<file path="config.mk">
export PLATFORM = sky130hd
export DESIGN_NAME = fp_mul_serial
export DESIGN_NICKNAME = d
export VERILOG_FILES = /design/src/rtl/fp_mul_serial_pkg.sv /design/src/rtl/fpms_unpack.sv /design/src/rtl/fpms_expsum.sv /design/src/rtl/fpms_step.sv /design/src/rtl/fpms_normpack.sv /design/src/rtl/fp_mul_serial.sv
export SDC_FILE = /design/constraint.sdc
export NUM_CORES = 1
export LEC_CHECK = 0
export ABC_AREA = 0
export BUFFER_PORTS_ARGS = -buffer_cell sky130_fd_sc_hd__buf_2
export CORE_UTILIZATION = 35
export CTS_CLUSTER_DIAMETER = 50
export DETAILED_ROUTE_END_ITERATION = 6
export HOLD_SLACK_MARGIN = 0.15
export PLACE_DENSITY = 0.58
export SETUP_SLACK_MARGIN = 0.3
export SYNTH_ARGS = -nofsm -noshare
export SYNTH_HDL_FRONTEND = slang
export SYNTH_SLANG_ARGS = --single-unit
</file>
<file path="constraint.sdc">
create_clock -name clk -period 3.1 [get_ports clk]
set_input_delay 0.62 -clock clk [delete_from_list [all_inputs] [get_ports clk]]
set_output_delay 0.62 -clock clk [all_outputs]
set_load 0.01 [all_outputs]
</file>
<file path="src/rtl/fp_mul_serial_pkg.sv">
package fp_mul_serial_pkg;

    typedef enum logic [1:0] {
        ST_IDLE = 2'd0,
        ST_MUL  = 2'd1,
        ST_NORM = 2'd2,
        ST_DONE = 2'd3
    } fpms_state_e;

endpackage

</file>
<file path="src/rtl/fpms_unpack.sv">
module fpms_unpack #(
    parameter int EXP_W = 8,
    parameter int MAN_W = 23,
    localparam int W     = 1 + EXP_W + MAN_W,
    localparam int SIG_W = MAN_W + 1
) (
    input  logic [W-1:0]     word,
    output logic             sign,
    output logic [EXP_W-1:0] expo,
    output logic [SIG_W-1:0] sig,
    output logic             is_zero
);
    // Exponent field of zero marks a zero operand; denormals are not handled.
    always_comb begin
        sign    = word[W-1];
        expo    = word[W-2 -: EXP_W];
        sig     = {1'b1, word[MAN_W-1:0]};
        is_zero = (expo == '0);
    end
endmodule

</file>
<file path="src/rtl/fpms_expsum.sv">
module fpms_expsum #(
    parameter int EXP_W = 8,
    localparam int SUM_W = EXP_W + 2
) (
    input  logic [EXP_W-1:0]        ea,
    input  logic [EXP_W-1:0]        eb,
    output logic signed [SUM_W-1:0] sum
);
    localparam logic signed [SUM_W-1:0] BIAS = SUM_W'((1 << (EXP_W - 1)) - 1);

    // Two guard bits keep the sum signed and free of wrap for any field pair.
    always_comb begin
        sum = $signed({2'b00, ea}) + $signed({2'b00, eb}) - BIAS;
    end
endmodule

</file>
<file path="src/rtl/fpms_step.sv">
module fpms_step #(
    parameter int SIG_W = 24,
    localparam int P_W  = 2 * SIG_W
) (
    input  logic [P_W-1:0]   prod,
    input  logic [SIG_W-1:0] mcand,
    output logic [P_W-1:0]   prod_next
);
    logic [SIG_W:0] upper_sum;

    // Low half holds the unused multiplier bits; bit 0 selects the add.
    always_comb begin
        upper_sum = {1'b0, prod[P_W-1:SIG_W]} + (prod[0] ? {1'b0, mcand} : '0);
        prod_next = {upper_sum, prod[SIG_W-1:1]};
    end
endmodule

</file>
<file path="src/rtl/fpms_normpack.sv">
module fpms_normpack #(
    parameter int EXP_W = 8,
    parameter int MAN_W = 23,
    localparam int W     = 1 + EXP_W + MAN_W,
    localparam int SIG_W = MAN_W + 1,
    localparam int P_W   = 2 * SIG_W,
    localparam int SUM_W = EXP_W + 2
) (
    input  logic                    sign,
    input  logic signed [SUM_W-1:0] exp_sum,
    input  logic [P_W-1:0]          prod,
    output logic [W-1:0]            word
);
    localparam logic signed [SUM_W-1:0] EXP_MAX = SUM_W'((1 << EXP_W) - 2);

    logic                    hi;
    logic [MAN_W-1:0]        frac;
    logic signed [SUM_W-1:0] expo;

    // Product of two values in [1,2) lies in [1,4): one shift at most.
    always_comb begin
        hi   = prod[P_W-1];
        frac = hi ? prod[P_W-2 -: MAN_W] : prod[P_W-3 -: MAN_W];
        expo = exp_sum + (hi ? SUM_W'(1) : SUM_W'(0));
        if (expo < SUM_W'(1) || expo > EXP_MAX) begin
            word = {sign, {(W-1){1'b0}}};
        end else begin
            word = {sign, expo[EXP_W-1:0], frac};
        end
    end
endmodule

</file>
<file path="src/rtl/fp_mul_serial.sv">
module fp_mul_serial
    import fp_mul_serial_pkg::*;
#(
    parameter int EXP_W = 8,
    parameter int MAN_W = 23,
    localparam int W     = 1 + EXP_W + MAN_W,
    localparam int SIG_W = MAN_W + 1,
    localparam int P_W   = 2 * SIG_W,
    localparam int SUM_W = EXP_W + 2,
    localparam int CNT_W = $clog2(SIG_W)
) (
    input  logic         clk,
    input  logic         rst_n,
    input  logic         start,
    input  logic [W-1:0] opa,
    input  logic [W-1:0] opb,
    output logic         busy,
    output logic         done,
    output logic [W-1:0] result
);
    localparam logic [CNT_W-1:0] LAST = CNT_W'(SIG_W - 1);

    typedef struct packed {
        fpms_state_e             st;
        logic [CNT_W-1:0]        cnt;
        logic                    sign;
        logic signed [SUM_W-1:0] exps;
        logic [SIG_W-1:0]        mcand;
        logic [P_W-1:0]          prod;
        logic [W-1:0]            res;
    } regs_t;

    regs_t q, d;

    logic                    sa, sb, za, zb;
    logic [EXP_W-1:0]        ea, eb;
    logic [SIG_W-1:0]        siga, sigb;
    logic signed [SUM_W-1:0] esum;
    logic [P_W-1:0]          prod_step;
    logic [W-1:0]            packed_word;

    fpms_unpack #(.EXP_W(EXP_W), .MAN_W(MAN_W)) u_unpack_a (
        .word(opa), .sign(sa), .expo(ea), .sig(siga), .is_zero(za)
    );

    fpms_unpack #(.EXP_W(EXP_W), .MAN_W(MAN_W)) u_unpack_b (
        .word(opb), .sign(sb), .expo(eb), .sig(sigb), .is_zero(zb)
    );

    fpms_expsum #(.EXP_W(EXP_W)) u_expsum (
        .ea(ea), .eb(eb), .sum(esum)
    );

    fpms_step #(.SIG_W(SIG_W)) u_step (
        .prod(q.prod), .mcand(q.mcand), .prod_next(prod_step)
    );

    fpms_normpack #(.EXP_W(EXP_W), .MAN_W(MAN_W)) u_normpack (
        .sign(q.sign), .exp_sum(q.exps), .prod(q.prod), .word(packed_word)
    );

    always_comb begin
        d = q;
        unique case (q.st)
            ST_IDLE: begin
                if (start) begin
                    d.sign = sa ^ sb;
                    d.exps = esum;
                    if (za || zb) begin
                        d.res = {sa ^ sb, {(W-1){1'b0}}};
                        d.st  = ST_DONE;
                    end else begin
                        d.mcand = siga;
                        d.prod  = {{SIG_W{1'b0}}, sigb};
                        d.cnt   = '0;
                        d.st    = ST_MUL;
                    end
                end
            end
            ST_MUL: begin
                d.prod = prod_step;
                if (q.cnt == LAST) begin
                    d.st = ST_NORM;
                end else begin
                    d.cnt = q.cnt + CNT_W'(1);
                end
            end
            ST_NORM: begin
                d.res = packed_word;
                d.st  = ST_DONE;
            end
            ST_DONE: begin
                d.st = ST_IDLE;
            end
            default: d.st = ST_IDLE;
        endcase
    end

    always_ff @(posedge clk) begin
        if (!rst_n) begin
            q <= '{st: ST_IDLE, default: '0};
        end else begin
            q <= d;
        end
    end

    assign busy   = (q.st != ST_IDLE);
    assign done   = (q.st == ST_DONE);
    assign result = q.res;

endmodule

</file>
==> impl_metrics.json, run 1 <==
{
  "status": "finished clean",
  "cts_buffer_depth": 2,
  "whs_ns": 0.433,
  "hold_class": "primary input to flip-flop",
  "synth_area_leaders": "dfxtp_1 (35%), nand2_1 (7.3%), ha_1 (7.1%), o21ai_0 (5.3%), a21oi_1 (5.0%)",
  "clk_latency_ns": 0.42,
  "path_class": "flip-flop to flip-flop",
  "grt_pass1_vias": 5736,
  "syn-num-nets": 999,
  "numCtsBuffers": 17,
  "fin_util_pct": 42.0,
  "p_int_mw": 3.54,
  "dr.pass1.iters": 4,
  "power.density_mw_per_mm2": 655,
  "slew_headroom_pct": 49.3,
  "ant_nets": 0,
  "vdd_drop_max_v": 0.000354,
  "synth_warnings": 0,
  "cp-end-kind": "flip-flop",
  "syn_to_final_growth_pct": 16.9,
  "arrival_ns": 2.91,
  "switching_share_pct": 34.5,
  "synth_common_cells": "nand2_1 (138), dfxtp_1 (122), o21ai_0 (75)",
  "drt_wl_total_um": 17200,
  "drc_errors": 0,
  "h-tree-depth": 4,
  "ios": 101,
  "grt_max_degree": 52,
  "combPwrFrac_pct": 27.5,
  "netlist_area_mm2": 0.00707,
  "finalHoldViolations": 0,
  "ys_seq_area_share_pct": 34.6,
  "fin_crit_sh_pct": 84.6,
  "slew_violations": 0,
  "routedWlPerCell_um": 14.0,
  "reg2reg_depth": 11,
  "postPlaceCellArea_mm2": 0.00758,
  "grt_usage_pct": 17.5,
  "diodes": 0,
  "synth-edff-count": 0,
  "grt.overflow.total": 0,
  "ys_types": 58,
  "avgSynthCellArea_um2": 7.94,
  "cap_viol_max_count": 0,
  "cp_max_fo": 3,
  "stdcell_area_mm2": 0.00826,
  "p_leak_nw": 3.34,
  "cts.clk_slew.worst_paths_ns": 0.06,
  "startpoint_type": "flip-flop",
  "cts_sinks": 122,
  "vias_per_cell": 5.00,
  "core_area_mm2": 0.0197,
  "final_nets": 1056,
  "fmax_ghz": 0.381,
  "required_ns": 3.39,
  "dieWidth_um": 144,
  "dp_hpwl_um": 12100,
  "p_clk_share_pct": 36.7,
  "dieArea_mm2": 0.0208,
  "start_util_pct": 36.0,
  "cts_tree": "done",
  "grt_setup_unrepaired": "yes",
  "tns_ns": 0,
  "ctsRootBufferMaster": "clkbuf_16",
  "ys.flop_type": "dfxtp_1",
  "finalPower_mw": 5.41,
  "synth_top_area_share_pct": 34.6,
  "yosysMostFrequentCell": "nand2_1",
  "synth.ff_latch_count": 122,
  "place_congestion": 0.870,
  "p_seq_share_pct": 35.8,
  "grt_pass1_wl_um": 28400,
  "syn_inst": 890,
  "drive_above_1_share_pct": 19.8,
  "yosysTopAreaCell": "dfxtp_1",
  "period_needed_ns": 2.62,
  "io_buffers": 100,
  "worst_slew_pin_slew_ns": 0.761,
  "rows": 51,
  "finalSetupViolCount": 0,
  "asyncSetResetFlopFracSynth_pct": 0,
  "antenna_found_initial": 0,
  "hold_depth": 3,
  "drt_iter0_markers": 290,
  "p_sw_mw": 1.87,
  "vias": 6126,
  "die_y_um": 144,
  "fin_skew_ns": 0.00711
}
what timing repair did:
item                       4_1_cts  5_1_grt
hold buffers                     0        0
pin swaps                        0        5
setup endpoints to repair       29       34
gates resized for setup          3        9
setup buffers                    0        3
flip-flops by register name, summed over array words and instances, names as in the netlist:
name,count
q,90
result,32
final cells by class:
type | instances | area (µm²)
Clock buffer | 19 | 453
Clock inverter | 13 | 144
Fill cell | 2096 | 11400
Inverter | 22 | 82.6
Multi-Input combinational cell | 667 | 4170
Sequential cell | 122 | 2440
Tap cell | 265 | 332
Timing Repair Buffer | 117 | 644
routing by layer:
layer / part of all wire (%) / GRT usage (%)
met1: 50 / 22.8
met3: 4.1 / 4.04
met5: 0 / 0
met4: 1.2 / 5.04
met2: 45 / 28.7
critical path: stages (launching register included):
cell and delay, ns:
dfxtp_1 0.33, and2_1 0.14, ha_2 0.19, inv_1 0.05, fa_1 0.38, nand2b_4 0.17, a211oi_4 0.26, o211ai_1 0.18
a211oi_2 0.38, a211oi_2 0.13, mux2i_1 0.17, o22ai_1 0.10
cells by family after synthesis:
family,count (synthesis),share of synthesized area (%)
adders and majority gates,42,7.65
AOI/OAI and AO/OA,241,20.7
buffers and inverters,101,7.44
xor gates and xnor gates,43,5.33
muxes,24,3.40
DFF,122,34.6
and+or+nand+nor,317,20.9
path summary, 6_finish.rpt:
path | from | endpoint | slack [ns]
max | q[32] | q[77] | 0.48
min | opa[16] | q[96] | 0.43
max reg2reg | q[32] | q[77] | 0.48
min reg2reg | result[28] | result[28] | 0.44
power groups by stage:
stage / registers, mW / logic, mW / clock network (mW)
after floorplan: 1.93 / 1.06 / 0
after global placement: 1.97 / 1.49 / 0
after detailed placement: 1.97 / 1.49 / 0
after CTS: 1.94 / 1.51 / 2.02
after global routing: 1.98 / 1.70 / 2.11
final: 1.94 / 1.49 / 1.99
stage by stage:
step / setup slack [ns] / instances
CTS: 0.336 / 1222
floorplan: 0.327 / 890
global placement: -0.0642 / 1190
global route: 0.307 / 1225
finish: 0.478 / 1225
detailed placement: -0.165 / 1190
cells in the final DEF (no fill, tap or decap), drive strengths merged, types with 3 or more instances in the layout:
cell,count
ha,40
nand3,24
a211oi,16
clkbuf,19
nand4,10
nand2b,6
inv,21
or3,24
a21oi,71
o21bai,4
xnor2,17
o21ai,110
xor2,26
nor3,9
buf,117
clkinvlp,4
nor4,6
nor2,59
mux2i,24
o21a,4
nand2,139
o2111ai,3
a41oi,3
dfxtp,122
clkinv,8
and3,5
a21o,8
a31oi,3
o211ai,5
and2,26
(Power assumes the default switching activity.)
==> run 2, diff against run 1 <==
- ABC_AREA: 0 -> 1
- clock period: 3.1 -> 2.5 ns (I/O delays scaled with it)
==> run 2 against run 1 <==
Count of clock-buffer cells in the layout decreased by 1. Largest power group unchanged. Maximum frequency rose by 27%. Core utilization up 1.0 points. Final area increased by 14%. Sequential power increased by 18%.
==> impl_metrics.json, run 2 <==
{
  "status": "finished clean",
  "drive_above_1_share_pct": 17.9,
  "cts_hold_buf": 0,
  "grt_usage_pct": 19.9,
  "critical-path-top-delay-family": "simple AND/OR/NAND/NOR gates",
  "ys_types": 39,
  "core_area_mm2": 0.0219,
  "grt_pass1_vias": 7144,
  "drt_wl_total_um": 22100,
  "synth_top_area_share_pct": 31.2,
  "avgSynthCellArea_um2": 6.44,
  "worstReg2RegStart": "q[32]",
  "ctsRootBufferMaster": "clkbuf_16",
  "layout_common_cells": "nand2_1 (387), a21oi_1 (121), inv_1 (121)",
  "largest_reg_flops": 90,
  "startpoint_type": "flip-flop",
  "crit_path_cell_trace": "nand2_1 > inv_2 > ha_4 > inv_1 > fa_2 > inv_2 > nand2_1 > nand3_4 > nand2_1 > nand2_2 > nand2_1 > nand3b_1 > nand3_1 > a21oi_1",
  "grt_max_degree": 39,
  "synth_area_leaders": "dfxtp_1 (31%), nand2_1 (19%), a21oi_1 (8.2%), ha_1 (6.4%), inv_1 (6.0%)",
  "synth_warnings": 0,
  "syn-num-nets": 1323,
  "min_from": "opa[13]",
  "fin_crit_sh_pct": 82.7,
  "hold_class": "primary input to flip-flop",
  "cts_tree": "done",
  "fmax_ghz": 0.484,
  "crit_buf_inv": 3,
  "ios": 101,
  "grt_pass1_wl_um": 35800,
  "clk_latency_ns": 0.43,
  "rows": 54,
  "io_buffers": 100,
  "syn_inst": 1214,
  "yosysMostFrequentCell": "nand2_1",
  "synth_common_cells": "nand2_1 (398), a21oi_1 (128), inv_1 (124)",
  "cts_sinks": 122,
  "finalHoldViolations": 0,
  "dieWidth_um": 151,
  "grt_setup_unrepaired": "yes",
  "path_class": "flip-flop to flip-flop",
  "drc_errors": 0,
  "drt_iter0_markers": 519,
  "asyncSetResetFlopFracSynth_pct": 0,
  "p_leak_nw": 4.15,
  "synth.ff_latch_count": 122,
  "grt.overflow.total": 0,
  "die_y_um": 151,
  "ys.flop_type": "dfxtp_1",
  "dr.pass1.iters": 5,
  "yosysTopAreaCell": "dfxtp_1",
  "dieArea_mm2": 0.0229,
  "worstSetupStartpoint": "q[32]",
  "fin_skew_ns": 0.00632,
  "vias": 7614,
  "final_nets": 1382,
  "dp_hpwl_um": 16000,
  "tns_ns": 0,
  "whs_ns": 0.319,
  "slew_headroom_pct": 63.0,
  "crit_path_max_incr_delay_ns": 0.42,
  "h-tree-depth": 4,
  "ys_seq_area_share_pct": 31.2,
  "cts_buffer_depth": 2,
  "vias_per_cell": 4.86,
  "crit_slowest_cell": "fa_2",
  "cp_max_fo": 5,
  "start_util_pct": 35.7,
  "top_register": "q",
  "required_ns": 2.86,
  "diodes": 0,
  "cap_viol_max_count": 0,
  "cts.clk_slew.worst_paths_ns": 0.06,
  "syn_to_final_growth_pct": 20.6,
  "numCtsBuffers": 17,
  "place_congestion": 0.916,
  "ant_nets": 0,
  "arrival_ns": 2.43,
  "final_common_cell": "nand2_1",
  "netlist_area_mm2": 0.00782,
  "routedWlPerCell_um": 14.1,
  "cp-end-kind": "flip-flop",
  "cp_common_cell": "nand2_1",
  "power.density_mw_per_mm2": 684,
  "period_needed_ns": 2.07,
  "finalSetupViolCount": 0,
  "synth-edff-count": 0,
  "slew_violations": 0,
  "antenna_found_initial": 0,
  "worst_slew_pin_slew_ns": 0.549,
  "vdd_drop_max_v": 0.000502
}
[run 2: cell types whose count changed in the layout (fill, tap and decap cells not counted), sizes merged, moves of 8 or more]
cell and delta:
nand2 +262, inv +106, o21ai -86, nand3 +64, a21oi +57, nor2 +35, or3 -24, and2 -23
xor2 -22, a31oi +20, a211oi -15, nand4 +13, xnor2 -8
[run 2: final cells by class]
type / instances / area, µm²
clock buffers: 18 / 439
flip-flops and latches: 122 / 2450
multi-input cells: 884 / 4790
inverters: 127 / 484
clock inverters: 14 / 194
fillers: 2350 / 12500
repair buffers: 121 / 726
well taps: 280 / 350
[run 2: worst paths after layout]
| check | to | cells past startpoint | slack [ns] |
|---|---|---|---|
| worst max-delay path | q[71] | 14 | 0.43 |
| worst min-delay path | q[93] | 3 | 0.32 |
| worst min register to register | q[89] | 2 | 0.47 |
| worst max register to register | q[71] | 14 | 0.43 |
[run 2: kinds of logic after synthesis]
kind of cell	share of synthesized area (%)
compound gates	12.7
xor+xnor	1.46
fa+ha+maj	6.91
buf+inv	12.2
flops	31.2
mux	2.69
simple gates	32.9
[run 2: report_power, final]
group	switching (mW)	leakage [nW]	internal, mW	total [mW]
registers	0.145	0.994	2.13	2.28
logic	0.975	2.85	0.526	1.50
clock network	0.969	0.307	1.70	2.67
total	2.09	4.15	4.36	6.45
[run 2: what timing repair did]
action                     CTS  global route
gates resized for setup     10            77
gates cloned                 0             1
buffers inserted             1             2
setup endpoints to repair   51            65
pin swaps                    1             7
[run 2: tightest hold or removal path: stages]
cell	delay (ns)
buf_2	0.10
nand2_1	0.05
a21oi_1	0.05
[run 2: metrics by stage]
step | power (mW) | instances | utilization [%] | setup WS [ns] | cell area [µm²]
4_1_cts | 6.44 | 1563 | 41.3 | 0.324 | 9040
3_3_place_gp | 3.72 | 1530 | 38.2 | 0.126 | 8370
3_5_place_dp | 3.73 | 1530 | 38.2 | 0.0819 | 8370
6_report | 6.45 | 1566 | 43.1 | 0.433 | 9430
5_1_grt | 6.79 | 1566 | 43.1 | 0.273 | 9430
2_1_floorplan | 3.30 | 1214 | - | 0.335 | 7830
[run 2: metal layers]
layer	track usage (%)	share of wire, %	up-vias	wire length, µm
met5	0	0	-	0
met4	5.90	1.3	0	288
met3	3.62	3.5	18	781
met2	31.7	45	145	9920
met1	27.1	50	3428	11200
li1	-	-	4023	-
